[config.mk]
export PLATFORM = sky130hd
export DESIGN_NAME = strobed_word_serializer
export DESIGN_NICKNAME = d
export VERILOG_FILES = /design/src/rtl/strobed_word_serializer.sv
export SDC_FILE = /design/constraint.sdc
export NUM_CORES = 1
export LEC_CHECK = 0
export BUFFER_PORTS_ARGS = -buffer_cell sky130_fd_sc_hd__buf_4
export CAP_MARGIN = 10
export CORE_MARGIN = 1.5
export CORE_UTILIZATION = 50
export CTS_BUF_LIST = sky130_fd_sc_hd__clkbuf_8
export DETAILED_ROUTE_END_ITERATION = 10
export PLACE_DENSITY = 0.71
export SLEW_MARGIN = 30
export SYNTH_ARGS = -nofsm -noshare
export SYNTH_HDL_FRONTEND = slang
export SYNTH_SLANG_ARGS = --single-unit
[constraint.sdc]
create_clock -name clk -period 2.7 [get_ports clk]
set_input_delay 0.54 -clock clk [delete_from_list [all_inputs] [get_ports clk]]
set_output_delay 0.54 -clock clk [all_outputs]
set_load 0.1 [all_outputs]
[src/rtl/strobed_word_serializer.sv]
module strobed_word_serializer #(
  parameter int DW = 10
) (
  input  logic          clk,
  input  logic          rst_n,
  input  logic          bit_en,
  input  logic          strobe,
  input  logic [DW-1:0] pdata,
  input  logic [1:0]    ratio,
  input  logic [1:0]    mode,
  input  logic          dir_in,
  output logic          ser_dat,
  output logic          ser_clk,
  output logic          ser_oe,
  output logic          overrun,
  output logic          dir_out
);
  localparam int SLOTS = DW + 2;
  localparam int SW = $clog2(SLOTS);
  localparam logic [SW-1:0] LAST = SW'(SLOTS - 1);
  localparam logic [SW-1:0] PRE_STOP = SW'(SLOTS - 2);

  logic          stb_q, hold_v, dframe_q, dat_q, clk_q, ovr_q;
  logic [DW-1:0] hold_q, sh_q;
  logic [SW-1:0] slot_q;
  logic [1:0]    ph_q;

  wire       pd     = (mode == 2'b00);
  wire [1:0] ph_max = (ratio == 2'b10) ? 2'd1 : (ratio == 2'b11) ? 2'd2 : 2'd0;
  wire       cap    = strobe & ~stb_q;
  wire       wrap   = bit_en & (slot_q == LAST);
  wire [1:0] ph_nxt = (ph_q >= ph_max) ? 2'd0 : ph_q + 2'd1;
  wire       launch = wrap & hold_v & (ph_nxt == 2'd0);

  always_ff @(posedge clk or negedge rst_n) begin
    if (!rst_n) begin
      stb_q <= 1'b1; hold_v <= 1'b0; hold_q <= '0; sh_q <= '0;
      slot_q <= LAST; ph_q <= 2'd3; dframe_q <= 1'b0;
      dat_q <= 1'b0; clk_q <= 1'b1; ovr_q <= 1'b0;
    end else if (pd) begin
      stb_q <= 1'b1; hold_v <= 1'b0; hold_q <= '0; sh_q <= '0;
      slot_q <= LAST; ph_q <= 2'd3; dframe_q <= 1'b0;
      dat_q <= 1'b0; clk_q <= 1'b1; ovr_q <= 1'b0;
    end else begin
      stb_q <= strobe;
      ovr_q <= cap & hold_v & ~launch;
      if (cap) begin
        hold_q <= pdata;
        hold_v <= 1'b1;
      end else if (launch) begin
        hold_v <= 1'b0;
      end
      if (bit_en) begin
        clk_q <= ~clk_q;
        if (wrap) begin
          slot_q   <= '0;
          ph_q     <= ph_nxt;
          dframe_q <= launch;
          dat_q    <= launch;
          if (launch) sh_q <= hold_q;
        end else begin
          slot_q <= slot_q + 1'b1;
          if (slot_q == PRE_STOP) begin
            dat_q <= ~dframe_q;
          end else begin
            dat_q <= dframe_q & sh_q[0];
            sh_q  <= sh_q >> 1;
          end
        end
      end
    end
  end

  assign ser_dat = dat_q & ~pd;
  assign ser_clk = clk_q | pd;
  assign ser_oe  = ~pd;
  assign overrun = ovr_q;
  assign dir_out = ~dir_in;


  stall_chk: assert property (@(posedge clk) disable iff (!rst_n || pd)
    !bit_en |=> $stable(dat_q) && $stable(clk_q));


  clk_toggle_chk: assert property (@(posedge clk) disable iff (!rst_n || pd)
    bit_en |=> clk_q != $past(clk_q));


  hold_src_chk: assert property (@(posedge clk) disable iff (!rst_n || pd)
    $rose(hold_v) |-> $past(strobe));


  ovr_cause_chk: assert property (@(posedge clk) disable iff (!rst_n)
    ovr_q |-> $past(hold_v));


  phase_range_chk: assert property (@(posedge clk) disable iff (!rst_n || pd)
    wrap |=> ph_q <= ph_max);


  stop_level_chk: assert property (@(posedge clk) disable iff (!rst_n || pd)
    bit_en && slot_q == PRE_STOP |=> dat_q != dframe_q);


  pd_clear_chk: assert property (@(posedge clk) disable iff (!rst_n)
    pd |=> !hold_v && !dframe_q && !ovr_q);
endmodule

==> results by group, run 1 <==
CTS
  – Post-cts sizing count: 0
  – Clock sink count: 32
  – Htree depth: 2
  – Root Buffer: clkbuf_8
  – # hold bufs at CTS: 0
  – Skew-Pair Late Insertion Delay: 0.28 ns
  – CTS max path bufs: 2
  – Clk slew on worst S/H paths: 0.06 ns
  – CTS tree: yes
  – TritonCTS buffer count: 5
  – Postcts setup bufs: 0

Logic synthesis
  – Mapped Cells: 166
  – Yosys top cell area share: 39.4%
  – Total number of yosys warnings: 0
  – Post-synthesis average cell area: 9.57 um^2
  – Cell area after synthesis: 1590 um^2
  – FF+latch count, synth: 32
  – Post-Syn Nets: 189
  – Cell variety after synth: 29
  – Sequential fraction of the synthesis area: 50.9%
  – Top cells by area, synth: dfrtp_1 39%, dfstp_2 12%, nand2_1 11%, a21oi_1 7.2%, mux2_2 7.1%
  – Area leader, netlist: dfrtp_1

Route
  – Starting DRT DRC Count: 43
  – Drt wl/cell: 13.3 um
  – DRC viols: 0
  – DR vias: 1,241
  – Vias per inst: 5.26
  – Remaining antenna violation count after routing: 0
  – First drt pass iteration count: 5
  – Drt total wl: 3130 um

Setup path
  – CP required: 2.87 ns
  – Worst path bufs/invs: 2
  – Delay-heaviest family, CP: flip-flops
  – Crit. End Element: flop
  – Most common cell on crit path: a221oi_4
  – Crit path DAT: 2.57 ns
  – Setup crit start kind: flop
  – Worst-path cell chain: inv_1 > ha_1 > nand2b_4 > a221oi_4 > nor2_2 > a221oi_4 > buf_4 > mux2_2
  – Reg2Reg Depth: 8
  – CP max stage cell: dfstp_2
  – R2R Setup Slk: 0.29 ns
  – RR Endpoint: sh_q[4]
  – Reg-to-Reg Start: ph_q[0]
  – CP max stage delay: 0.57 ns
  – WS Path Type: flop to flop
  – Crit-path max FO: 10

Power and ir drop
  – Cell-internal power: 0.980 mW
  – Logic gate share of total power: 31.1%
  – Switching power: 0.509 mW
  – Power Dens Cells: 783 nW/um^2
  – Peak supply drop: 371 uV
  – Reg power frac: 44.2%
  – Clock Power Share: 24.7%
  – Net Sw Frac: 34.2%
  – LEAKAGE: 0.886 nW

Placement
  – I/O Buffers: 23
  – DP Worst Slack: 0.166 ns
  – Inst Count DP: 228
  – Final GP Congestion: 0.769
  – Area after DPL: 1810 um^2
  – Post-DP HPWL: 2210 um

Global route
  – Total GRT Usage: 20.9%
  – Largest net degree at the start of global routing: 33
  – Grt total ovfl: 0
  – Vias in the first global route: 1,249
  – First-pass GRT wire length: 5350 um
  – Initial antenna violation count: 0

Timing
  – Fin. Hold Viols: 0
  – Final setup viols: 0
  – Setup Skew: 0.00283 ns
  – Period Utilization, post-route: 89.2%
  – Fin Setup TNS: 0 ns
  – Max-slew violations: 0
  – Worst-margin pin slew: 0.699 ns
  – Worst hold slack: 0.179 ns
  – Slew HR: 53.3%
  – F_max: 415 MHz
  – RSZ-0062 raised after global routing: no
  – Post-route setup slack: 0.292 ns
  – Crit path time final: 2.41 ns

Floorplan
  – Die height: 59.4 um
  – Die footprint: 3530 um^2
  – Num rows: 20
  – Initial Util: 52.5%
  – Core area: 3030 um^2
  – IO Pins: 24
  – Die X: 59.4 um

Final layout
  – Commonest non-fill, non-tap cells in the layout: 47 x nand2_1, 26 x buf_4, 25 x dfrtp_1, 23 x a21oi_1, 10 x mux2_2
  – ANT cells: 0
  – Post-route cell area: 1900 um^2
  – Fin cells: 236
  – Commonest non-fill, non-tap cell in the layout: nand2_1
  – Layout cells sized above 1: 29.2%
  – Synthesis-to-finish area growth: 19.6%
  – Final net count: 214

Job
  – Max-Cap Viols: 0

Min path
  – Hold crit path type: input port to asynchronous set/reset pin

Status
  – Status: completed
[worst max path at each step]
| stage | from | endpoint | slack (ns) | cells past startpoint |
|---|---|---|---|---|
| floorplan | mode[1] | ser_dat | 0.15 | 3 |
| global placement | ratio[1] | sh_q[5] | 0.22 | 9 |
| detailed placement | ratio[1] | sh_q[4] | 0.17 | 9 |
| CTS | ph_q[0] | sh_q[4] | 0.27 | 8 |
| global route | ph_q[0] | sh_q[4] | 0.14 | 8 |
| finish | ph_q[0] | sh_q[4] | 0.29 | 8 |
[synth_stat cells, drive strengths merged]
library cell	count
dfstp	7
a221oi	2
nor2	4
a31oi	1
clkbuf	6
o211ai	1
dfrtp	25
mux2	10
inv	4
xnor2	1
ha	4
o31ai	1
nor2b	4
xor2	1
o21ai	7
and2	1
a221o	1
a21oi	23
clkinv	1
nand2	47
nand3	3
o41ai	1
and3	2
buf	2
a22oi	1
nor3	2
nand2b	4
[cell type report]
type | count | area [um^2]
Clock inverter | 2 | 7.51
Clock buffer | 6 | 82.6
Timing Repair Buffer | 26 | 195
Sequential cell | 32 | 810
Multi-Input combinational cell | 121 | 731
Tap cell | 44 | 55.1
Inverter | 5 | 20.0
Fill cell | 270 | 1130
[power by group through the flow]
stage               clock network, mW  registers (mW)  logic [mW]
floorplan                           0           0.655       0.356
global placement                    0           0.661       0.448
detailed placement                  0           0.668       0.465
CTS                             0.377           0.660       0.467
global route                    0.399           0.674       0.508
finish                          0.368           0.659       0.463
[cell families after synthesis]
family                   Yosys count  synth area share (%)
AO/OA/AOI/OAI                     38                  15.7
XOR/XNOR                           2                  1.10
adder cells (fa/ha/maj)            4                  3.15
buffers and inverters             13                  3.23
flip-flops                        32                  50.9
multiplexers                      10                  7.09
AND/OR/NAND/NOR                   67                  18.7
[routing by layer]
metal,GRT usage (%),wire length (um),vias to the layer above
met5,0,0,-
met4,9.42,72,0
met3,6.55,132,7
met2,36.6,1650,35
met1,23.0,1270,588
li1,-,-,611
[worst register-to-register path, cell delays in order, from the launching register on]
cell	delay, ns
dfstp_2	0.57
inv_1	0.08
ha_1	0.29
nand2b_4	0.15
a221oi_4	0.26
nor2_2	0.11
a221oi_4	0.28
buf_4	0.21
mux2_2	0.35
[state kept, by name (all words and copies together) (netlist names)]
register / cells
dat_q: 1
dframe_q: 1
hold_q: 10
slot_q: 4
ph_q: 2
stb_q: 1
overrun: 1
clk_q: 1
sh_q: 10
hold_v: 1
[per-stage QoR]
| step | power, mW | util, % |
|---|---|---|
| after floorplan | 1.01 | - |
| after global routing | 1.58 | 62.8 |
| after global placement | 1.11 | 59.8 |
| after detailed placement | 1.13 | 59.8 |
| after CTS | 1.50 | 62.8 |
| final | 1.49 | 62.8 |
Power figures use the tool's default switching activity.
==> run 2: changes to the inputs <==
--- a/config.mk
+++ b/config.mk
@@ -8,10 +8,10 @@
 export BUFFER_PORTS_ARGS = -buffer_cell sky130_fd_sc_hd__buf_4
 export CAP_MARGIN = 10
 export CORE_MARGIN = 1.5
-export CORE_UTILIZATION = 50
+export CORE_UTILIZATION = 55
 export CTS_BUF_LIST = sky130_fd_sc_hd__clkbuf_8
 export DETAILED_ROUTE_END_ITERATION = 10
-export PLACE_DENSITY = 0.71
+export PLACE_DENSITY = 0.77
 export SLEW_MARGIN = 30
 export SYNTH_ARGS = -nofsm -noshare
 export SYNTH_HDL_FRONTEND = slang
==> run 2 against run 1 <==
Against the previous run: non-clock buffer count unchanged; hold slack got worse by 0.0037 ns; global-route usage rose by 1.7 points; clock skew about the same; worst setup slack worse by 0.047 ns; critical endpoint is now sh_q[5]; final cell count fell by 5.5%; flip-flop and latch count unchanged.
==> results by group, run 2 (same netlist as run 1, synthesis figures left out) <==
Status
  – Status: completed

Global route
  – Met3 Track Usage GR: 7.60% (+1.1 points)
  – GR Util met1: 26.1% (+3.1 points)
  – First-pass GRT wire length: 5480 um (+2.4%)
  – Grt total ovfl: 0 (unchanged)
  – GRT met2 Usage: 38.0% (+1.5 points)
  – Total GRT Usage: 22.6% (+1.7 points)
  – Vias in the first global route: 1,273 (+1.9%)
  – Layer with the highest usage: met2
  – Initial antenna violation count: 0 (unchanged)
  – Largest net degree at the start of global routing: 33 (unchanged)

Final layout
  – ANT cells: 0 (unchanged)
  – Synthesis-to-finish area growth: 18.6%
  – Layout cells sized above 1: 29.2% (unchanged)
  – Top flop regs: hold_q x10, sh_q x10, slot_q x4
  – Commonest non-fill, non-tap cell in the layout: nand2_1
  – Commonest non-fill, non-tap cells in the layout: 47 x nand2_1, 26 x buf_4, 25 x dfrtp_1, 23 x a21oi_1, 10 x mux2_2
  – Fin cells: 223 (-5.5%)
  – Final net count: 214 (unchanged)

Timing
  – Period Utilization, post-route: 90.9% (+1.7 points)
  – Worst-margin pin slew: 0.619 ns (-0.0799 ns)
  – Setup Skew: 0.00313 ns (+0.000300 ns)
  – Fin Setup TNS: 0 ns (unchanged)
  – Fin. Hold Viols: 0 (unchanged)
  – Slew HR: 58.7% (+5.3 points)
  – Crit path time final: 2.45 ns (+0.0469 ns)
  – F_max: 407 MHz (-1.9%)
  – Max-slew violations: 0 (unchanged)
  – RSZ-0062 raised after global routing: no
  – Final setup viols: 0 (unchanged)
  – Post-route setup slack: 0.245 ns (-0.0469 ns)

Placement
  – Post-DP HPWL: 2070 um (-6.3%)
  – DP Worst Slack: 0.122 ns (-0.0442 ns)
  – Final GP Congestion: 0.799 (+3.9%)
  – I/O Buffers: 23 (unchanged)
  – Inst Count DP: 215 (-5.7%)

Floorplan
  – Core area: 2760 um^2 (-8.9%)
  – Die X: 56.8 um (-4.4%)
  – Initial Util: 57.6% (+5.1 points)
  – Die height: 56.8 um (-4.4%)
  – Num rows: 19 (-5.0%)
  – IO Pins: 24 (unchanged)
  – Die footprint: 3220 um^2 (-8.6%)

Setup path
  – CP required: 2.87 ns (about the same)
  – Setup crit start kind: flop
  – WS Path Type: flop to flop
  – Crit path DAT: 2.62 ns (+0.05 ns)
  – Crit-path max FO: 10 (unchanged)
  – Crit. End Element: flop

Power and ir drop
  – LEAKAGE: 0.886 nW (unchanged)
  – Power Dens Cells: 792 nW/um^2 (+1.1%)
  – Peak supply drop: 674 uV (+82%)

CTS
  – CTS tree: yes
  – Clk slew on worst S/H paths: 0.06 ns (about the same)
  – Skew-Pair Late Insertion Delay: 0.29 ns (about the same)
  – Htree depth: 2 (unchanged)
  – # hold bufs at CTS: 0 (unchanged)
  – Post-cts sizing count: 0 (unchanged)
  – Clock sink count: 32 (unchanged)
  – Postcts setup bufs: 0 (unchanged)
  – TritonCTS buffer count: 5 (unchanged)
  – Root Buffer: clkbuf_8
  – CTS max path bufs: 2 (unchanged)

Route
  – DR vias: 1,227 (-1.1%)
  – Drt wl/cell: 13.7 um (+2.9%)
  – Remaining antenna violation count after routing: 0 (unchanged)
  – Vias per inst: 5.50 (+4.6%)
  – Starting DRT DRC Count: 34 (-21%)
  – Drt total wl: 3040 um (-2.8%)
  – DRC viols: 0 (unchanged)
  – First drt pass iteration count: 4 (-1)

Job
  – Max-Cap Viols: 0 (unchanged)

Min path
  – Hold crit path type: input port to asynchronous set/reset pin
[run 2: cell counts in the layout (fill, tap and decap cells not counted)]
Identical to the previous run, type by type.
[run 2: stage by stage]
stage | power (mW) | area, um^2 | util [%] | hold slack, ns
floorplan | 1.01 | 1590 | - | 0.244
global placement | 1.11 | 1790 | 65.1 | 0.487
detailed placement | 1.13 | 1790 | 65.1 | 0.493
CTS | 1.50 | 1880 | 68.3 | 0.189
global route | 1.58 | 1880 | 68.3 | 0.210
finish | 1.49 | 1880 | 68.3 | 0.175
[run 2: final cells by class]
type	instances	area [um^2]
clock buffer	6	82.6
timing repair buffer	26	195
multi-input combinational	121	731
clock inverter	2	7.51
sequential	32	810
fill	219	873
inverter	5	20.0
tap	31	38.8
[run 2: worst max-delay path: stages, from the launching register on]
cell      delay (ns)
dfstp_2         0.56
inv_1           0.08
ha_1            0.29
nand2b_4        0.15
a221oi_4        0.29
nor2_2          0.12
a221oi_4        0.28
buf_4           0.22
mux2_2          0.35
[run 2: layer usage]
metal | part of all wire (%) | vias to the layer above
met5 | 0 | -
met4 | 2.0 | 0
met3 | 4.6 | 6
met2 | 52 | 23
met1 | 41 | 589
li1 | - | 609
[run 2: path summary, 6_finish.rpt]
| path | slack [ns] | from | to | cells after the start |
|---|---|---|---|---|
| min in group clk | 0.47 | strobe | stb_q | 2 |
| setup reg to reg | 0.25 | ph_q[0] | sh_q[5] | 8 |
| hold reg to reg | 0.51 | sh_q[3] | sh_q[3] | 1 |
| max in group asynchronous | 2.20 | rst_n | stb_q | 1 |
| hold / removal | 0.18 | rst_n | slot_q[2] | 1 |
| setup / recovery | 0.25 | ph_q[0] | sh_q[5] | 8 |
[run 2: where the power goes]
part / switching (mW) / leakage, nW / internal, mW
logic: 0.272 / 0.420 / 0.191
clock network: 0.169 / 0.0538 / 0.200
registers: 0.0710 / 0.412 / 0.590
total: 0.512 / 0.886 / 0.981
==> run 3: changes to the inputs <==
--- a/config.mk
+++ b/config.mk
@@ -5,13 +5,13 @@
 export SDC_FILE = /design/constraint.sdc
 export NUM_CORES = 1
 export LEC_CHECK = 0
-export BUFFER_PORTS_ARGS = -buffer_cell sky130_fd_sc_hd__buf_4
+export BUFFER_PORTS_ARGS = -buffer_cell sky130_fd_sc_hd__buf_2
 export CAP_MARGIN = 10
 export CORE_MARGIN = 1.5
-export CORE_UTILIZATION = 55
+export CORE_UTILIZATION = 33
 export CTS_BUF_LIST = sky130_fd_sc_hd__clkbuf_8
 export DETAILED_ROUTE_END_ITERATION = 10
-export PLACE_DENSITY = 0.77
+export PLACE_DENSITY = 0.51
 export SLEW_MARGIN = 30
 export SYNTH_ARGS = -nofsm -noshare
 export SYNTH_HDL_FRONTEND = slang
==> run 3 against run 2 <==
Against the previous run: total power shrank 1.3%; count of clock-buffer cells in the layout down 1; first-iteration DRC count increased by 12%; sequential power about the same; clock skew up 0.0013 ns; die area is 63% higher; routed wire length up 3.7%; register-to-register slack better by 0.06 ns; global-route usage fell by 8.6 points; sequential share of layout area up 0.23 points; cell area is 0.53% lower; critical endpoint is now sh_q[8]; largest power group unchanged.
==> results by group, run 3 (same netlist as run 1, synthesis figures left out) <==
Status
  – Status: completed

Final layout
  – Fill count: 493 (+130%)
  – Multi-input logic area: 731 um^2 (unchanged)
  – Sequential cell area: 810 um^2 (unchanged)
  – Final Core Density: 39.9% (-28 points)
  – Fin cells: 246 (+10%)
  – Commonest non-fill, non-tap cell in the layout: nand2_1
  – Top flop regs: hold_q x10, sh_q x10, slot_q x4
  – Layout cells sized above 1: 29.2% (unchanged)
  – Commonest non-fill, non-tap cells in the layout: 47 x nand2_1, 25 x dfrtp_1, 23 x a21oi_1, 22 x buf_2, 10 x mux2_2
  – Synthesis-to-finish area growth: 18.0%
  – Final net count: 214 (unchanged)
  – ANT cells: 0 (unchanged)

Power and ir drop
  – Logic gate share of total power: 31.9% (+0.9 points)
  – Net Sw Frac: 34.8% (+0.50 points)
  – Switching power: 0.513 mW (+0.19%)
  – Peak supply drop: 389 uV (-42%)
  – Clock Power Share: 23.4% (-1.3 points)
  – Tot Pwr: 1.47 mW (-1.3%)
  – LEAKAGE: 0.874 nW (-1.3%)
  – Cell-internal power: 0.961 mW (-2.0%)
  – Power Dens Cells: 786 nW/um^2 (-0.73%)
  – Reg power frac: 44.7% (+0.5 points)

Setup path
  – Setup crit start kind: flop
  – Crit path DAT: 2.56 ns (-0.06 ns)
  – Reg-to-Reg Start: ph_q[0]
  – WS Path Type: flop to flop
  – CP max stage cell: dfstp_2
  – Reg2Reg Depth: 8 (unchanged)
  – R2R Setup Slk: 0.31 ns (+0.06 ns)
  – Crit. End Element: flop
  – CP max stage delay: 0.57 ns (about the same)
  – Crit path from: ph_q[0]
  – Crit-path max FO: 10 (unchanged)
  – RR Endpoint: sh_q[8]
  – CP required: 2.87 ns (about the same)
  – Worst-path cell chain: inv_1 > ha_1 > nand2b_4 > a221oi_4 > nor2_2 > a221oi_4 > buf_12 > mux2_2
  – Most common cell on crit path: a221oi_4

CTS
  – Clock sink count: 32 (unchanged)
  – CTS tree: yes
  – Htree depth: 2 (unchanged)
  – TritonCTS buffer count: 5 (unchanged)
  – # hold bufs at CTS: 0 (unchanged)
  – Clk slew on worst S/H paths: 0.06 ns (about the same)
  – Postcts setup bufs: 0 (unchanged)
  – CTS max path bufs: 2 (unchanged)
  – Post-cts sizing count: 0 (unchanged)
  – Root Buffer: clkbuf_8
  – Skew-Pair Late Insertion Delay: 0.28 ns (about the same)

Floorplan
  – Die footprint: 5240 um^2 (+63%)
  – Core area: 4690 um^2 (+70%)
  – Num rows: 25 (+6)
  – Die X: 72.4 um (+28%)
  – IO Pins: 24 (unchanged)
  – Initial Util: 33.9% (-24 points)
  – Die height: 72.4 um (+28%)

Min path
  – Hold crit path type: input port to asynchronous set/reset pin

Timing
  – Worst-margin pin slew: 0.700 ns (+0.0807 ns)
  – Setup Skew: 0.00443 ns (+0.00130 ns)
  – Max-slew violations: 0 (unchanged)
  – F_max: 418 MHz (+2.7%)
  – Crit path time final: 2.39 ns (-0.0637 ns)
  – Fin Setup TNS: 0 ns (unchanged)
  – Final setup viols: 0 (unchanged)
  – Fin. Hold Viols: 0 (unchanged)
  – Period Utilization, post-route: 88.6% (-2.4 points)
  – RSZ-0062 raised after global routing: no
  – Slew HR: 53.3% (-5.4 points)

Placement
  – Inst Count DP: 238 (+11%)
  – Post-DP HPWL: 2140 um (+3.0%)
  – I/O Buffers: 23 (unchanged)
  – Final GP Congestion: 0.703 (-12%)

Global route
  – Grt total ovfl: 0 (unchanged)
  – Initial antenna violation count: 0 (unchanged)
  – First-pass GRT wire length: 5560 um (+1.5%)
  – Total GRT Usage: 14.0% (-8.6 points)
  – Vias in the first global route: 1,226 (-3.7%)
  – Largest net degree at the start of global routing: 33 (unchanged)

Route
  – Vias per inst: 4.97 (-9.7%)
  – Starting DRT DRC Count: 38 (+12%)
  – Remaining antenna violation count after routing: 0 (unchanged)
  – DRC viols: 0 (unchanged)
  – Drt wl/cell: 12.8 um (-6.0%)
  – First drt pass iteration count: 4 (unchanged)
  – DR vias: 1,222 (-0.41%)
  – Drt total wl: 3160 um (+3.7%)

Job
  – Max-Cap Viols: 0 (unchanged)
-- run 3: power by group through the flow --
stage	registers (mW)	logic, mW	clock network (mW)
2_1_floorplan	0.655	0.356	0
3_3_place_gp	0.662	0.466	0
3_5_place_dp	0.667	0.475	0
4_1_cts	0.660	0.477	0.358
5_1_grt	0.674	0.522	0.383
6_report	0.659	0.470	0.345
-- run 3: through the flow --
stage,cell area [um^2],hold slack [ns],setup slack (ns)
final,1870,0.299,0.309
after global routing,1870,0.365,0.192
after CTS,1870,0.335,0.279
after detailed placement,1790,0.494,0.186
after global placement,1790,0.487,0.231
after floorplan,1590,0.244,0.150
-- run 3: critical path: cells and delay by family (launching register included) --
| kind | cells | cell delay, ns |
|---|---|---|
| DFF | 1 | 0.57 |
| muxes | 1 | 0.33 |
| AOI/OAI and AO/OA | 2 | 0.58 |
| adders and majority gates | 1 | 0.29 |
| and+or+nand+nor | 2 | 0.25 |
| buffers and inverters | 2 | 0.25 |
-- run 3: how the worst max path moves through the flow --
stage / to / slack (ns) / cells after the start
finish: sh_q[8] / 0.31 / 8
global route: sh_q[3] / 0.19 / 8
CTS: sh_q[8] / 0.28 / 8
detailed placement: sh_q[8] / 0.19 / 9
global placement: sh_q[7] / 0.23 / 9
floorplan: ser_dat / 0.15 / 3
-- run 3: cell type report --
class | instances | share of cell area (%)
repair buffers | 26 | 8.81
flip-flops and latches | 32 | 43.2
inverters | 5 | 1.07
well taps | 54 | 3.60
clock buffers | 5 | 3.67
clock inverters | 3 | 0.668
multi-input cells | 121 | 39.0
-- run 3: per-layer routing --
metal	track usage, %	wire [um]	vias to the layer above
met1	16.5	1430	582
met4	5.66	55	0
met2	23.4	1540	24
li1	-	-	611
met3	5.00	132	5
met5	0	0	-
